`config.mk`:
```
export PLATFORM = sky130hd
export DESIGN_NAME = i2c_target_ctrl
export DESIGN_NICKNAME = d
export VERILOG_FILES = /design/src/rtl/i2c_target_pkg.sv /design/src/rtl/i2c_line_sync.sv /design/src/rtl/i2c_cond_detect.sv /design/src/rtl/i2c_addr_match.sv /design/src/rtl/i2c_target_ctrl.sv
export SDC_FILE = /design/constraint.sdc
export NUM_CORES = 1
export LEC_CHECK = 0
export CAP_MARGIN = 20
export CELL_PAD_IN_SITES_DETAIL_PLACEMENT = 0
export CELL_PAD_IN_SITES_GLOBAL_PLACEMENT = 2
export CORE_AREA = 2 2 94 69
export CTS_BUF_LIST = sky130_fd_sc_hd__clkbuf_2
export DETAILED_ROUTE_END_ITERATION = 16
export DIE_AREA = 0 0 96 71
export DONT_BUFFER_PORTS = 1
export GPL_TIMING_DRIVEN = 0
export PLACE_DENSITY = 0.81
export SLEW_MARGIN = 20
export SYNTH_ARGS = -nofsm -noshare
export SYNTH_HDL_FRONTEND = slang
export SYNTH_SLANG_ARGS = --single-unit
```
`constraint.sdc`:
```
create_clock -name clk -period 2.2 [get_ports clk]
set_clock_uncertainty 0.05 [all_clocks]
set_input_delay 0.11 -clock clk [delete_from_list [all_inputs] [get_ports clk]]
set_output_delay 0.11 -clock clk [all_outputs]
set_load 0.1 [all_outputs]
```
`src/rtl/i2c_target_pkg.sv`:
```
package i2c_target_pkg;

    typedef enum logic [3:0] {
        ST_IDLE,
        ST_ADDR_HI,
        ST_ADDR_LO,
        ST_ACK_ADDR,
        ST_RX_BYTE,
        ST_RX_ACK,
        ST_RX_HOLD,
        ST_TX_LOAD,
        ST_TX_BYTE,
        ST_TX_ACK,
        ST_IGNORE
    } tgt_state_t;

    // Fixed leading pattern of a 10-bit address header byte
    localparam logic [4:0] TEN_BIT_HDR = 5'b11110;

endpackage

```
`src/rtl/i2c_line_sync.sv`:
```
module i2c_line_sync #(
    parameter int STAGES = 2
) (
    input  logic clk,
    input  logic rst_n,
    input  logic line_in,
    output logic level,
    output logic rise,
    output logic fall
);
    logic [STAGES:0] pipe;

    always_ff @(posedge clk or negedge rst_n) begin
        if (!rst_n) begin
            pipe <= '1;
        end else begin
            pipe <= {pipe[STAGES-1:0], line_in};
        end
    end

    assign level = pipe[STAGES-1];
    assign rise  = pipe[STAGES-1] & ~pipe[STAGES];
    assign fall  = ~pipe[STAGES-1] & pipe[STAGES];
endmodule

```
`src/rtl/i2c_cond_detect.sv`:
```
module i2c_cond_detect (
    input  logic scl_level,
    input  logic sda_rise,
    input  logic sda_fall,
    output logic start_det,
    output logic stop_det
);
    assign start_det = scl_level & sda_fall;
    assign stop_det  = scl_level & sda_rise;
endmodule

```
`src/rtl/i2c_addr_match.sv`:
```
module i2c_addr_match
    import i2c_target_pkg::*;
#(
    parameter int DATA_W = 8,
    parameter int ADDR_W = 10
) (
    input  logic [DATA_W-1:0] rx_byte,
    input  logic [ADDR_W-1:0] own_addr,
    output logic              hit_seven,
    output logic              hit_header,
    output logic              hit_low
);
    localparam int HI_W = ADDR_W - DATA_W;

    assign hit_seven  = (rx_byte[DATA_W-1:1] == own_addr[DATA_W-2:0]);
    assign hit_header = (rx_byte[DATA_W-1:HI_W+1] == TEN_BIT_HDR)
                      && (rx_byte[HI_W:1] == own_addr[ADDR_W-1:DATA_W]);
    assign hit_low    = (rx_byte == own_addr[DATA_W-1:0]);
endmodule

```
`src/rtl/i2c_target_ctrl.sv`:
```
module i2c_target_ctrl
    import i2c_target_pkg::*;
#(
    parameter int DATA_W      = 8,
    parameter int ADDR_W      = 10,
    parameter int SYNC_STAGES = 2
) (
    input  logic              clk,
    input  logic              rst_n,
    input  logic              scl_in,
    input  logic              sda_in,
    output logic              scl_oe,
    output logic              sda_oe,
    input  logic              cfg_ten_bit,
    input  logic [ADDR_W-1:0] cfg_own_addr,
    input  logic              cfg_rx_stretch,
    output logic [DATA_W-1:0] rx_data,
    output logic              rx_valid,
    input  logic              rx_ready,
    input  logic [DATA_W-1:0] tx_data,
    input  logic              tx_valid,
    output logic              tx_ready,
    output logic              byte_done,
    output logic              selected
);
    localparam int              CNT_W   = $clog2(DATA_W + 1);
    localparam logic [CNT_W-1:0] RX_LAST = CNT_W'(DATA_W);
    localparam logic [CNT_W-1:0] TX_LAST = CNT_W'(DATA_W - 1);
    localparam int              N_LINES = 2;

    // line index 0 = SCL, 1 = SDA
    logic [N_LINES-1:0] raw_lines, lvl, rse, fll;
    assign raw_lines = {sda_in, scl_in};

    for (genvar g = 0; g < N_LINES; g++) begin : g_sync
        i2c_line_sync #(.STAGES(SYNC_STAGES)) u_sync (
            .clk    (clk),
            .rst_n  (rst_n),
            .line_in(raw_lines[g]),
            .level  (lvl[g]),
            .rise   (rse[g]),
            .fall   (fll[g])
        );
    end

    logic scl_lvl, scl_rise, scl_fall, sda_lvl;
    assign scl_lvl  = lvl[0];
    assign scl_rise = rse[0];
    assign scl_fall = fll[0];
    assign sda_lvl  = lvl[1];

    logic start_det, stop_det;
    i2c_cond_detect u_cond (
        .scl_level(scl_lvl),
        .sda_rise (rse[1]),
        .sda_fall (fll[1]),
        .start_det(start_det),
        .stop_det (stop_det)
    );

    tgt_state_t        state, nxt;
    logic [DATA_W-1:0] shreg;
    logic [CNT_W-1:0]  bit_cnt;
    logic              rw_q, need_lo, ten_ok, ack_q, tx_acked;

    logic hit_seven, hit_header, hit_low;
    i2c_addr_match #(.DATA_W(DATA_W), .ADDR_W(ADDR_W)) u_match (
        .rx_byte   (shreg),
        .own_addr  (cfg_own_addr),
        .hit_seven (hit_seven),
        .hit_header(hit_header),
        .hit_low   (hit_low)
    );

    logic byte_in, addr_ok_hi;
    assign byte_in    = scl_fall && (bit_cnt == RX_LAST);
    assign addr_ok_hi = cfg_ten_bit ? (hit_header && (!shreg[0] || ten_ok))
                                    : hit_seven;

    // next-state logic
    always_comb begin
        nxt = state;
        unique case (state)
            ST_IDLE:     nxt = ST_IDLE;
            ST_ADDR_HI:  if (byte_in) nxt = addr_ok_hi ? ST_ACK_ADDR : ST_IGNORE;
            ST_ADDR_LO:  if (byte_in) nxt = hit_low ? ST_ACK_ADDR : ST_IGNORE;
            ST_ACK_ADDR: if (scl_fall) begin
                             if (need_lo)   nxt = ST_ADDR_LO;
                             else if (rw_q) nxt = ST_TX_LOAD;
                             else           nxt = ST_RX_BYTE;
                         end
            ST_RX_BYTE:  if (byte_in) nxt = ST_RX_ACK;
            ST_RX_ACK:   if (scl_fall)
                             nxt = (cfg_rx_stretch && rx_valid) ? ST_RX_HOLD : ST_RX_BYTE;
            ST_RX_HOLD:  if (!rx_valid) nxt = ST_RX_BYTE;
            ST_TX_LOAD:  if (tx_valid) nxt = ST_TX_BYTE;
            ST_TX_BYTE:  if (scl_fall && (bit_cnt == TX_LAST)) nxt = ST_TX_ACK;
            ST_TX_ACK:   if (scl_fall) nxt = tx_acked ? ST_TX_LOAD : ST_IGNORE;
            ST_IGNORE:   nxt = ST_IGNORE;
            default:     nxt = ST_IDLE;
        endcase
        if (start_det)     nxt = ST_ADDR_HI;
        else if (stop_det) nxt = ST_IDLE;
    end

    // state register
    always_ff @(posedge clk or negedge rst_n) begin
        if (!rst_n) state <= ST_IDLE;
        else        state <= nxt;
    end

    // datapath registers
    always_ff @(posedge clk or negedge rst_n) begin
        if (!rst_n) begin
            shreg     <= '0;
            bit_cnt   <= '0;
            rw_q      <= 1'b0;
            need_lo   <= 1'b0;
            ten_ok    <= 1'b0;
            ack_q     <= 1'b0;
            tx_acked  <= 1'b0;
            rx_data   <= '0;
            rx_valid  <= 1'b0;
            byte_done <= 1'b0;
        end else begin
            byte_done <= 1'b0;
            if (rx_valid && rx_ready) rx_valid <= 1'b0;
            if (start_det || stop_det) begin
                bit_cnt <= '0;
                if (stop_det) ten_ok <= 1'b0;
            end else begin
                unique case (state)
                    ST_ADDR_HI, ST_ADDR_LO, ST_RX_BYTE: begin
                        if (scl_rise && (bit_cnt != RX_LAST)) begin
                            shreg   <= {shreg[DATA_W-2:0], sda_lvl};
                            bit_cnt <= bit_cnt + 1'b1;
                        end
                        if (byte_in && state == ST_ADDR_HI) begin
                            rw_q    <= shreg[0];
                            need_lo <= cfg_ten_bit && !shreg[0];
                            if (cfg_ten_bit && !shreg[0]) ten_ok <= 1'b0;
                        end
                        if (byte_in && state == ST_ADDR_LO) begin
                            need_lo <= 1'b0;
                            if (hit_low) ten_ok <= 1'b1;
                        end
                        if (byte_in && state == ST_RX_BYTE) begin
                            if (rx_valid) begin
                                ack_q <= 1'b0;
                            end else begin
                                ack_q     <= 1'b1;
                                rx_data   <= shreg;
                                rx_valid  <= 1'b1;
                                byte_done <= 1'b1;
                            end
                        end
                    end
                    ST_ACK_ADDR, ST_RX_ACK: begin
                        if (scl_fall) bit_cnt <= '0;
                    end
                    ST_TX_LOAD: begin
                        if (tx_valid) begin
                            shreg   <= tx_data;
                            bit_cnt <= '0;
                        end
                    end
                    ST_TX_BYTE: begin
                        if (scl_fall && (bit_cnt != TX_LAST)) begin
                            shreg   <= {shreg[DATA_W-2:0], 1'b0};
                            bit_cnt <= bit_cnt + 1'b1;
                        end
                    end
                    ST_TX_ACK: begin
                        if (scl_rise) tx_acked  <= ~sda_lvl;
                        if (scl_fall) byte_done <= 1'b1;
                    end
                    default: ;
                endcase
            end
        end
    end

    // outputs
    always_comb begin
        sda_oe   = 1'b0;
        scl_oe   = 1'b0;
        tx_ready = 1'b0;
        selected = 1'b0;
        unique case (state)
            ST_ACK_ADDR: begin sda_oe = 1'b1;           selected = 1'b1; end
            ST_RX_BYTE:  selected = 1'b1;
            ST_RX_ACK:   begin sda_oe = ack_q;          selected = 1'b1; end
            ST_RX_HOLD:  begin scl_oe = 1'b1;           selected = 1'b1; end
            ST_TX_LOAD:  begin scl_oe = 1'b1; tx_ready = 1'b1; selected = 1'b1; end
            ST_TX_BYTE:  begin sda_oe = ~shreg[DATA_W-1]; selected = 1'b1; end
            ST_TX_ACK:   selected = 1'b1;
            default: ;
        endcase
    end
endmodule

```
After elaboration in Yosys (flattened, before gate mapping)
Index checks and enable logic that the tools add are counted.

Input port bits: 26. Output and inout port bits: 14. Logic and storage cells: 146. Flip-flop bits (word level): 37.

Reductions and logical operators: 32. Bitwise logic cells: 13. Equal/unequal tests: 35. $add $sub $neg: 1. Multiplexer cells: 52.

Operators by type and width (count): $mux W4 (19); $ne A4 B4 Y1 const B (10); $pmux W4 S10 (1); $mux W8 (3); $pmux W8 S3 (1); $mux W1 (22); $eq A4 B3 Y1 const B (5); $eq A4 B4 Y1 const B (4); $pmux W4 S4 (1); $logic_and A1 B1 Y1 (12); $ne A3 B3 Y1 const B (4); $reduce_and A3 Y1 (4); $reduce_and A5 Y1 (2); $reduce_and A9 Y1 (1); $eq A4 B2 Y1 const B (2); $eq A8 B8 Y1 (1); $ne A2 B2 Y1 const B (4); $eq A7 B7 Y1 (1); $not A1 Y1 (7); $reduce_or A7 Y1 (1); $and A1 B1 Y1 (6); $eq A5 B5 Y1 const B (1); $reduce_bool A5 Y1 (1); $add A4 B1 Y4 const B (1); other kinds (15) (19).

Depth between registers and ports, before layout
Depth after elaboration: 9. Gate-level depth with buffers: 8. Gate-level depth less buffers: 8.

Cells and area by module
From an unflattened synthesis, not the netlist that was laid out.

Cell total of the unflattened synthesis: 245. Area total of the unflattened synthesis: 2412.3 µm².

Modules (own cells, without submodules): i2c_target_ctrl (cells each 209, area an instance 2009.4 µm², sequential area each 775.7 µm², times used 1); i2c_addr_match (cells each 24, area an instance 202.7 µm², sequential area each 0.0 µm², times used 1); i2c_line_sync (cells each 5, area an instance 93.8 µm², sequential area each 78.8 µm², times used 2); i2c_cond_detect (cells each 2, area an instance 12.5 µm², sequential area each 0.0 µm², times used 1).

Least setup slack after synthesis
No wires, ideal clock.

Kind: flip-flop to output port. Start point: register state[1]. End point: output port sda_oe. Slack: -1.227 ns. Cell stages (with the launch flop): 5. Required time: 2.040 ns. Path buffers: 2. Arrival time: 3.267 ns. Cells stage by stage: dfrtp_1 buf_2 clkbuf_1 nand2_1 o32ai_1.

Longest elaborated chain between the ends: 2. Elaborated cells between the ends (all ways): 4. Classes of those cells: 3 x eq/ne; 1 x mux.

RTL lines: start, declared (RTL line i2c_target_ctrl.sv:61) `tgt_state_t state, nxt;`; start signal, assigned (RTL line i2c_target_ctrl.sv:109) `else state <= nxt;`; $eq A4 B4 Y1, or another cell as far along (RTL line i2c_target_ctrl.sv:189) `unique case (state)`; $pmux W1 S3 (*) (RTL line i2c_target_ctrl.sv:189); end, declared (RTL line i2c_target_ctrl.sv:13) `output logic sda_oe,`.

Every way passes the cells marked *; elsewhere a longest branch is shown, timed or not.

Worst setup path in the final report
Start point: register state[0]. End point: output port sda_oe.

Same word-level chain as after synthesis.

==> impl_metrics.yaml <==
outcome:
  status: "finished, final reports clean"
clock_tree:
  clk_pin_slew_ns: 0.21
  cts_root_buf: "clkbuf_2"
  clock_sinks: 37
  cts_buffer_depth: 2
  insertion_delay_ns: 0.40
  htree_levels: 2
  cts_tree: "built"
  cts_buffers: 5
synth:
  synth.distinct_cells: 53
  synth-seq-cells: 37
  ys_seq_area_frac: 0.4094
  synth_cells: 247
  syn_area_sq_um: 2280
  synthFlopType: "dfrtp_1"
  synth_nets: 275
  synth_area_per_cell_sq_um: 9.229
  synth_edf_count: 0
  async_reset_ff_frac: 1.000
  yosysWarningCount: 0
route:
  via_per_inst: 5.508
  drc: 0
  routed_wl_um: 6153
  wire_per_inst_um: 17.00
  drt_iter0_markers: 133
  dr.pass1.iters: 4
  drt.antenna.violating_nets: 0
  vias: 1994
worst_setup_path:
  r2r_cells: 8
  worstPathArrival_ns: 2.03
  crit_type: "register to output port"
  path_max_fanout: 10
  cp-start-kind: "register"
  end_kind: "output port"
  required_ns: 2.04
power:
  powerDensity_nw_per_um2: 1217
  vdd_ir_drop_max_mv: 0.4458
  p_leak_uw: 0.001276
layout:
  fin_nets: 311
  antenna_cells: 0
  area_growth_pct: 26.89
  fin_area_sq_um: 2893
  utilization: 0.4841
  fillers: 554
  drive_above_1_share: 0.2359
place:
  io_buffers: 0
  placedInstanceArea_sq_um: 2415
  gp_congestion: 0.8221
  place_hpwl_um: 4235
timing:
  final-setup-viol-count: 0
  period_minus_slack_ns: 2.188
  worstMarginPinSlew_ns: 1.017
  drv_slew: 0
  fin_crit_sh: 0.9947
  fin_setup_tns_ns: 0
  final-hold-violation-count: 0
  fmaxAchievable_mhz: 457.0
  relSlewSlack: 0.3267
  hold_slack_ns: 0.07100
  rsz0062_at_grt: "true"
floorplan:
  die_w_um: 96
  io-pin-count: 40
  num_rows: 24
  die-area_sq_um: 6816
  core_sq_um: 5976
  initial_utilization: 0.3815
  fp.dieH_um: 71
global_route:
  antenna_found_initial: 0
  gr-usage-all-layers: 0.1892
  grt.overflow.total: 0
  grt_pass1_wl_um: 9853
  grt_pass1_vias: 1927
  grt_max_degree: 38
job:
  drv_cap: 0
worst_hold_path:
  hold_class: "input pin to asynchronous set/reset pin"
==> per-layer routing <==
layer	vias to the layer above	track usage	wire length, um
li1	947	-	-
met1	986	0.2963	3113
met2	55	0.2631	2630
met3	6	0.03940	355
met4	0	0.04921	53
met5	-	0	0
==> power breakdown <==
group	switching [uW]	internal, uW	leakage, uW
Sequential	202	825	0.000470
Combinational	1190	845	0.000763
Clock	259	199	0.0000432
Total	1650	1870	0.00128
==> logic make-up (layout without fill, tap and decap cells) <==
group | count (synthesis) | count (layout) | share of synthesized area
AO/OA/AOI/OAI | 44 | 44 | 0.1361
XOR/XNOR | 22 | 22 | 0.08452
adder cells (fa/ha/maj) | 2 | 2 | 0.01098
buffers and inverters | 18 | 55 | 0.03732
flip-flops | 37 | 37 | 0.4094
multiplexers | 19 | 19 | 0.09331
AND/OR/NAND/NOR | 105 | 105 | 0.2283
==> critical path: stages, from the launching register on <==
cell     delay [ns]
dfrtp_1        0.42
buf_6          0.14
buf_8          0.14
nor4_2         0.30
a21oi_2        0.08
o32ai_4        0.54
==> worst paths after layout <==
check	end	slack, ns	from
max reg2reg	bit_cnt[3]	0.14	state[1]
min	byte_done	0.07	rst_n
min in group clk	bit_cnt[2]	0.14	tx_valid
min reg2reg	g_sync[0].u_sync.pipe[1]	0.32	g_sync[0].u_sync.pipe[0]
max	sda_oe	0.01	state[0]
max in group asynchronous	g_sync[0].u_sync.pipe[2]	1.78	rst_n
==> layout make-up <==
class / instances / area (sq um) / area share
buffer: 11 / 118.9 / 0.04109
multi-input combinational: 192 / 1363 / 0.4710
sequential: 37 / 934.6 / 0.3231
tap: 78 / 97.59 / 0.03374
inverter: 7 / 35.03 / 0.01211
timing repair buffer: 29 / 275.3 / 0.09516
clock buffer: 6 / 30.03 / 0.01038
clock inverter: 2 / 38.79 / 0.01341
==> metrics by stage <==
stage	power (uW)	worst slack [ns]	cells
finish	3521	0.01164	362
global route	3750	-0.08353	362
CTS	3329	-0.04189	353
detailed placement	2707	-0.1136	325
global placement	2693	-0.4845	325
floorplan	2343	-0.2369	247
==> repair_timing <==
item                                    4_1_cts  5_1_grt
pin swaps                                     2        3
gates cloned                                  0        1
endpoints found under the setup margin       20       15
hold buffers                                 15        0
hold endpoints to repair                     51        0
gates resized for setup                      21       16
buffers inserted                              5        8
==> sequential cells by signal, indices dropped and copies added (netlist names) <==
name,cells
ten_ok,1
state,4
shreg,8
rw_q,1
need_lo,1
g_sync.u_sync.pipe,6
tx_acked,1
rx_valid,1
rx_data,8
byte_done,1
ack_q,1
bit_cnt,4
==> cells in the mapped netlist (3+ instances only) <==
cell type / number / area (sq um)
inv_1: 6 / 22.52
mux2_2: 9 / 101.4
dfstp_2: 6 / 157.7
dfrtp_1: 31 / 775.7
nand3b_1: 3 / 22.52
nor4_1: 5 / 31.28
nand2_1: 46 / 172.7
nand4b_1: 3 / 26.28
nor2b_1: 9 / 56.30
a21oi_1: 6 / 30.03
xor2_1: 20 / 175.2
o21ai_0: 11 / 55.05
nand4_1: 3 / 18.77
mux2_1: 9 / 101.4
nand3_1: 8 / 40.04
nor3_1: 4 / 20.02
a31oi_1: 3 / 18.77
clkbuf_1: 6 / 22.52
nor2_1: 14 / 52.55
==> layout by cell type, fill, tap and decap left out, types with 8 or more instances in the layout <==
cell and instances:
nand2_1 44, o21ai_0 11, mux2_1 9, nor2b_1 9, nand3_1 8, xor2_1 20, dlygate4sd3_1 14, mux2_2 9
buf_4 13, nor2_1 13, dfrtp_1 30
Power figures use the tool's default switching activity.
